File: config.mk
export PLATFORM = sky130hd
export DESIGN_NAME = johnson_divider
export DESIGN_NICKNAME = d
export VERILOG_FILES = /design/src/rtl/jdiv_pkg.sv /design/src/rtl/jdiv_next.sv /design/src/rtl/jdiv_decode.sv /design/src/rtl/johnson_divider.sv
export SDC_FILE = /design/constraint.sdc
export NUM_CORES = 1
export LEC_CHECK = 0
export CAP_MARGIN = 20
export CORE_MARGIN = 2
export CORE_UTILIZATION = 45
export DETAILED_ROUTE_END_ITERATION = 16
export HOLD_SLACK_MARGIN = 0.1
export PLACE_DENSITY = 0.8
export SLEW_MARGIN = 20
export SYNTH_ARGS = -nofsm -noshare
export SYNTH_HDL_FRONTEND = slang
export SYNTH_SLANG_ARGS = --single-unit
File: constraint.sdc
create_clock -name clk -period 1.8 [get_ports clk]
set_clock_uncertainty 0.15 [all_clocks]
set_input_delay 0.27 -clock clk [delete_from_list [all_inputs] [get_ports clk]]
set_output_delay 0.27 -clock clk [all_outputs]
set_load 0.01 [all_outputs]
File: src/rtl/jdiv_pkg.sv
package jdiv_pkg;
  localparam int MAX_STAGES = 8;

  // A legal twisted-ring state has at most one boundary between neighbour stages.
  function automatic logic ring_legal(input logic [MAX_STAGES-1:0] s, input int n);
    int edges;
    edges = 0;
    for (int i = 0; i < MAX_STAGES - 1; i++) begin
      if (i < n - 1 && s[i] != s[i+1]) edges++;
    end
    return edges <= 1;
  endfunction
endpackage

File: src/rtl/jdiv_next.sv
module jdiv_next #(
  parameter int STAGES = 5
) (
  input  logic [STAGES-1:0] ring_q,
  output logic [STAGES-1:0] ring_adv
);
  // Stage 0 takes the complement of the last stage.
  assign ring_adv[0] = ~ring_q[STAGES-1];

  // Stage 1 has the correction term: an isolated one in stage 0 is not
  // copied when the last stage is high, which breaks illegal loops.
  assign ring_adv[1] = ring_q[0] & (ring_q[1] | ~ring_q[STAGES-1]);

  genvar i;
  generate
    for (i = 2; i < STAGES; i++) begin : g_shift
      assign ring_adv[i] = ring_q[i-1];
    end
  endgenerate
endmodule

File: src/rtl/jdiv_decode.sv
module jdiv_decode #(
  parameter int STAGES = 5,
  localparam int DEC_W = 2 * STAGES
) (
  input  logic [STAGES-1:0] ring,
  output logic [DEC_W-1:0]  onehot,
  output logic              carry
);
  // Count 0: both end stages clear. Count STAGES: both end stages set.
  assign onehot[0]      = ~ring[0] & ~ring[STAGES-1];
  assign onehot[STAGES] =  ring[0] &  ring[STAGES-1];

  genvar k;
  generate
    for (k = 1; k < STAGES; k++) begin : g_window
      // Filling phase: a 1-to-0 boundary after stage k-1.
      assign onehot[k]          =  ring[k-1] & ~ring[k];
      // Emptying phase: a 0-to-1 boundary after stage k-1.
      assign onehot[STAGES + k] = ~ring[k-1] &  ring[k];
    end
  endgenerate

  // The last stage is clear for counts 0 .. STAGES-1 only.
  assign carry = ~ring[STAGES-1];
endmodule

File: src/rtl/johnson_divider.sv
module johnson_divider #(
  parameter int STAGES = 5,
  localparam int DEC_W = 2 * STAGES,
  localparam int RECOVER_MAX = 4 * STAGES,
  localparam int RC_W = $clog2(RECOVER_MAX + 2)
) (
  input  logic             clk,
  input  logic             rst,
  input  logic             hold,
  output logic [DEC_W-1:0] count_onehot,
  output logic             carry_out
);
  import jdiv_pkg::*;

  generate
    if (STAGES < 4 || STAGES > 5) begin : g_bad_stages
      $error("johnson_divider: STAGES must be 4 or 5");
    end
  endgenerate

  logic [STAGES-1:0] ring_q;
  logic [STAGES-1:0] ring_adv;
  logic [STAGES-1:0] ring_d;
  logic [DEC_W-1:0]  dec_d;
  logic              carry_d;

  jdiv_next #(.STAGES(STAGES)) u_next (
    .ring_q  (ring_q),
    .ring_adv(ring_adv)
  );

  always_comb begin
    if (rst)       ring_d = '0;
    else if (hold) ring_d = ring_q;
    else           ring_d = ring_adv;
  end

  // Decode the value being loaded, so the registered outputs line up with the ring.
  jdiv_decode #(.STAGES(STAGES)) u_dec (
    .ring  (ring_d),
    .onehot(dec_d),
    .carry (carry_d)
  );

  always_ff @(posedge clk) begin
    ring_q       <= ring_d;
    count_onehot <= dec_d;
    carry_out    <= carry_d;
  end

  // Checker state: advancing cycles spent in an illegal ring state.
  logic            q_legal;
  logic [RC_W-1:0] bad_run;
  assign q_legal = ring_legal(MAX_STAGES'(ring_q), STAGES);

  always_ff @(posedge clk) begin
    if (rst || q_legal) bad_run <= '0;
    else if (!hold && bad_run <= RC_W'(RECOVER_MAX)) bad_run <= bad_run + 1'b1;
  end

  assert_reset_zero_R2: assert property (@(posedge clk)
    rst |=> (count_onehot == DEC_W'(1)) && carry_out);

  assert_hold_freeze_R4: assert property (@(posedge clk) disable iff (rst)
    hold |=> $stable(count_onehot) && $stable(carry_out));

  assert_step_order_R3: assert property (@(posedge clk) disable iff (rst)
    (!hold && q_legal) |=>
      count_onehot == {$past(count_onehot[DEC_W-2:0]), $past(count_onehot[DEC_W-1])});

  assert_onehot_R5: assert property (@(posedge clk) disable iff (rst)
    q_legal |-> $onehot(count_onehot));

  assert_carry_half_R6: assert property (@(posedge clk) disable iff (rst)
    q_legal |-> carry_out == (|count_onehot[STAGES-1:0]));

  assert_recover_bound_R7: assert property (@(posedge clk) disable iff (rst)
    bad_run <= RC_W'(RECOVER_MAX));
endmodule

Word-level counts from Yosys, hierarchy flattened

Index checks and enable logic that the tools add are counted.
W data, S select, Z words.

Memory bits (writable): 0
Logic and storage cells: 23
Memories kept: 0
Input port bits: 3
Bits in latches: 0
Memory bits (read-only): 0
Output and inout bits: 11
Register bits: 16

Eq/ne operators: 0
Multiplexer cells: 2
Shift-type cells: 0
Order comparisons: 0
Multiply operators: 0
Add/sub/neg operators: 0
Bitwise operators: 18
Reduce and logical (&&, ||, !) cells: 0
Div/mod/pow operators: 0

Operators by type and width:

| cell          | number |
|---|---|
| $and A1 B1 Y1 | 11 |
| $mux W5       | 2 |
| $not A1 Y1    | 6 |
| $or A1 B1 Y1  | 1 |

Logic depth before layout (Yosys ltp)

Depth in word-level cells: 7
Mapped depth: 4
Depth with buffers taken out: 2

Hierarchy

From an unflattened synthesis, not the netlist that was laid out.

Cells, all modules: 43
Area, all modules: 503.0 sq um

Modules (own cells, without submodules):

| module          | cells an instance | times used | area each (sq um) | sequential area each (sq um) |
|---|---|---|---|---|
| johnson_divider | 27                | 1          | 400.4             | 320.3 |
| jdiv_decode     | 11                | 1          | 68.8              | 0.0 |
| jdiv_next       | 5                 | 1          | 33.8              | 0.0 |

Least setup slack after synthesis

Ideal clock, no wire load.

Path type: reg2reg
Start: reg ring_q[0]
End: reg count_onehot[2]
Library setup time: 0.070 ns
Data required time: 1.580 ns
Data arrival time: 0.959 ns
Stages on the path, launching flop included: 4
Clock period less this slack: 1.179 ns
Path slack: 0.621 ns
Cell sequence: dfxtp_1 > buf_4 > or4b_1 > a21oi_1

Longest elaborated chain between the ends: 4

Ends and longest elaborated chain:

| element                  | RTL line              | RTL |
|---|---|---|
| start: declaration       | johnson_divider.sv:21 | `logic [STAGES-1:0] ring_q;` |
| start signal: assignment | johnson_divider.sv:46 | `ring_q <= ring_d;` |
| $and A1 B1 Y1            | jdiv_next.sv:12       | `assign ring_adv[1] = ring_q[0] & (ring_q[1] \| ~ring_q[STAGES-1]);` |
| $mux W5                  | johnson_divider.sv:34 | `else if (hold) ring_d = ring_q;` |
| $mux W5                  | johnson_divider.sv:33 | `if (rst) ring_d = '0;` |
| $and A1 B1 Y1            | jdiv_decode.sv:17     | `assign onehot[k] = ring[k-1] & ~ring[k];` |
| net dec_d[2]             | johnson_divider.sv:24 | `logic [DEC_W-1:0] dec_d;` |
| end signal: assignment   | johnson_divider.sv:47 | `count_onehot <= dec_d;` |
| end: declaration         | johnson_divider.sv:10 | `output logic [DEC_W-1:0] count_onehot,` |

The timed path passes the listed nets, and every way through them passes these cells.

Worst setup path in the final report

Start: reg carry_out
End: out carry_out

RTL lines:

| element                  | RTL line              | RTL |
|---|---|---|
| start: declaration       | johnson_divider.sv:11 | `output logic carry_out` |
| start signal: assignment | johnson_divider.sv:48 | `carry_out <= carry_d;` |

No word-level cell between the ends.

==> summary.md <==
| Metric | Value |
|---|---|
| Global-route wire length before repair | 1.77 mm |
| Crit-path slowest cell | clkdlybuf4s50_1 |
| PortBufs | 13 |
| Synth warnings | 0 |
| Max Cap Violations | 0 |
| Vias per cell | 5.31 |
| RSZ-0062 raised after global routing | false |
| Fmax | 640 MHz |
| Mapped Nets | 71 |
| Die footprint | 1780 um2 |
| Hold_sp | ring_q[0] |
| Die extent in y | 42.2 um |
| Remaining Overflow, GRT | 0 |
| Max FO, Critical Path | 1 |
| Vias in the first global route | 406 |
| Worst reg2reg path endpoint | count_onehot[2] |
| Clk sinks | 16 |
| Flops & latches, synth | 16 |
| Post-synth top cells | 16 x dfxtp_1, 10 x a21oi_1, 8 x nand3b_1 |
| GP Congestion | 0.718 |
| Clk buf depth | 2 |
| HP Class | reg2reg |
| CTS tree | built |
| Final Net Count | 83 |
| Critical R2R Launch | ring_q[4] |
| # DRC | 0 |
| Predominant post-synthesis flop cell | dfxtp_1 |
| Pins Over Slew Limit | 0 |
| Ports | 14 |
| Tcrit/Tclk final | 86.8% |
| Peak supply drop | 537 uV |
| CTS Buf Count | 3 |
| Largest area contributor in the netlist | dfxtp_1 |
| Cell row count | 13 |
| # diodes | 0 |
| Critical path type | reg2out |
| Cell area after layout | 807 um2 |
| Most common cell in the netlist | dfxtp_1 |
| Htree depth | 1 |
| DRT Pass-1 Iters | 3 |
| Routed WL | 1.11 mm |
| Endpoint type of the worst setup path | output port |
| Critical path launch point type | flop |
| Crit path buf inv count | 1 |
| Root Driver | clkbuf_4 |
| Hold worst-path end | ring_q[0] |
| Crit path time final | 1.56 ns |
| Power per standard cell area | 834 nW/um2 |
| Clock Pin Slew Worst Setup and Hold Paths | 0.09 ns |
| Distinct cells, synth | 20 |
| Fill cells | 120 |
| DR vias | 499 |
| Cts hold-fix bufs | 0 |
| Initial Utilization | 49.2% |
| Final setup vio count | 0 |
| CTS resizes | 0 |
| Gr usage total | 13.2% |
| Initial antenna violation count | 0 |
| Worst reg2reg path depth | 2 |
| Fraction of registers with async set/reset | 0% |
| Post-Syn Instances | 68 |
| Number of synthesized flops with an enable pin | 0 |
| Clk_lat worst skew | 0.29 ns |
| Cell Chain, Critical Path | clkdlybuf4s50_1 |
| Core Area | 1330 um2 |
| Hpwl dp | 719 um |
| R2R Setup Slk | 0.49 ns |
| Static Leak | 0.281 nW |
| Wirelength per Cell | 11.8 um |
| Area Growth Syn to Fin | 23.1% |
| Die span in x | 42.2 um |
| Status | completed |
| 1st-iter DRT viols | 13 |
| Postcts setup bufs | 0 |
| CP peak stage delay | 0.53 ns |
| Setup Total Neg Slack | 0 ns |
| Req. time, crit path | 1.38 ns |
| Register area share after synthesis | 48.9% |
| Avg Cell Area, Syn | 9.64 um2 |
| Min-Delay Path Depth | 2 |
| Layout cell share with drive strength beyond 1 | 7.59% |
| Netlist Area Pre-Place | 656 um2 |
| Finished Core Util | 60.5% |
| Worst Path Arrival | 1.14 ns |
| Share of the synthesized area in the top cell type | 48.9% |
| Worst relative slew slack | 62.7% |
| Largest cells by area after synthesis | dfxtp_1 49%, nand3b_1 9.2%, or3b_1 8.0%, a21oi_1 7.6%, mux2i_1 3.1% |
| Final hold viol count | 0 |
| CP delay by family, top | buffers and inverters |
| Cell Area, Placed | 771 um2 |
| Least-Margin Pin Slew | 0.558 ns |
| Largest net degree at the start of global routing | 17 |
| Antenna-violating nets left | 0 |
| Total power | 0.000673 W |
-- cell usage in the layout, fill, tap and decap left out --
cell type        count
a21oi_1             10
nand2_1              2
a21o_1               1
or3b_1               6
dfxtp_1             16
or4b_1               1
inv_1                2
clkbuf_4             3
nand3b_1             8
nand2b_1             3
clkdlybuf4s50_1     13
or2_1                1
mux2i_1              2
nand3_1              1
buf_4                2
o221ai_1             1
clkbuf_8             1
a211oi_1             2
or3_1                1
nor2_1               3
-- registers in the layout (all words and copies together), names as in the netlist --
name and cells:
carry_out 1, count_onehot 10, ring_q 5
-- per-stage QoR --
step                      std cells  hold WS, ns  setup slack [ns]
after floorplan                  68        0.297             0.621
after global placement           90        0.392             0.186
after detailed placement         90        0.405             0.163
after CTS                        94        0.417             0.226
after global routing             94        0.450             0.186
final                            94        0.416             0.238
-- power by group --
part           internal, W   total, W  switching, W
sequential        0.000366   0.000376     0.0000105
clock             0.000123   0.000235      0.000112
combinational    0.0000340  0.0000614     0.0000274
total             0.000523   0.000673      0.000150
-- final cells by class --
cell class | count | area (um2) | share of cell area (%)
clock buffer | 4 | 36.3 | 4.50
inverter | 2 | 7.51 | 0.930
multi-input combinational | 42 | 279 | 34.6
sequential | 16 | 320 | 39.7
tap | 15 | 18.8 | 2.33
timing repair buffer | 15 | 145 | 18.0
-- worst max-delay path by stage --
stage                         start              end  slack, ns  cells past startpoint
detailed placement             hold  count_onehot[9]       0.16                      4
CTS                       carry_out        carry_out       0.23                      1
finish                    carry_out        carry_out       0.24                      1
global route        count_onehot[1]  count_onehot[1]       0.19                      1
global placement               hold  count_onehot[3]       0.19                      4
floorplan                 ring_q[0]  count_onehot[2]       0.62                      3
-- cells by family after synthesis --
| logic type | count (synthesis) | synth area share (%) |
|---|---|---|
| muxes | 2 | 3.05 |
| and+or+nand+nor | 26 | 27.1 |
| buffers and inverters | 10 | 8.59 |
| DFF | 16 | 48.9 |
| AOI/OAI and AO/OA | 14 | 12.4 |
-- layer usage --
| metal | vias up | share of wire [%] | global-route usage (%) | wire, um |
|---|---|---|---|---|
| met1 | 225 | 48 | 16.7 | 529 |
| met3 | 4 | 3.5 | 2.59 | 39 |
| met4 | 0 | 2.3 | 9.38 | 25 |
| met5 | - | 0 | 0 | 0 |
| li1 | 259 | - | - | - |
| met2 | 11 | 46 | 20.0 | 511 |
(Power assumes the default switching activity.)
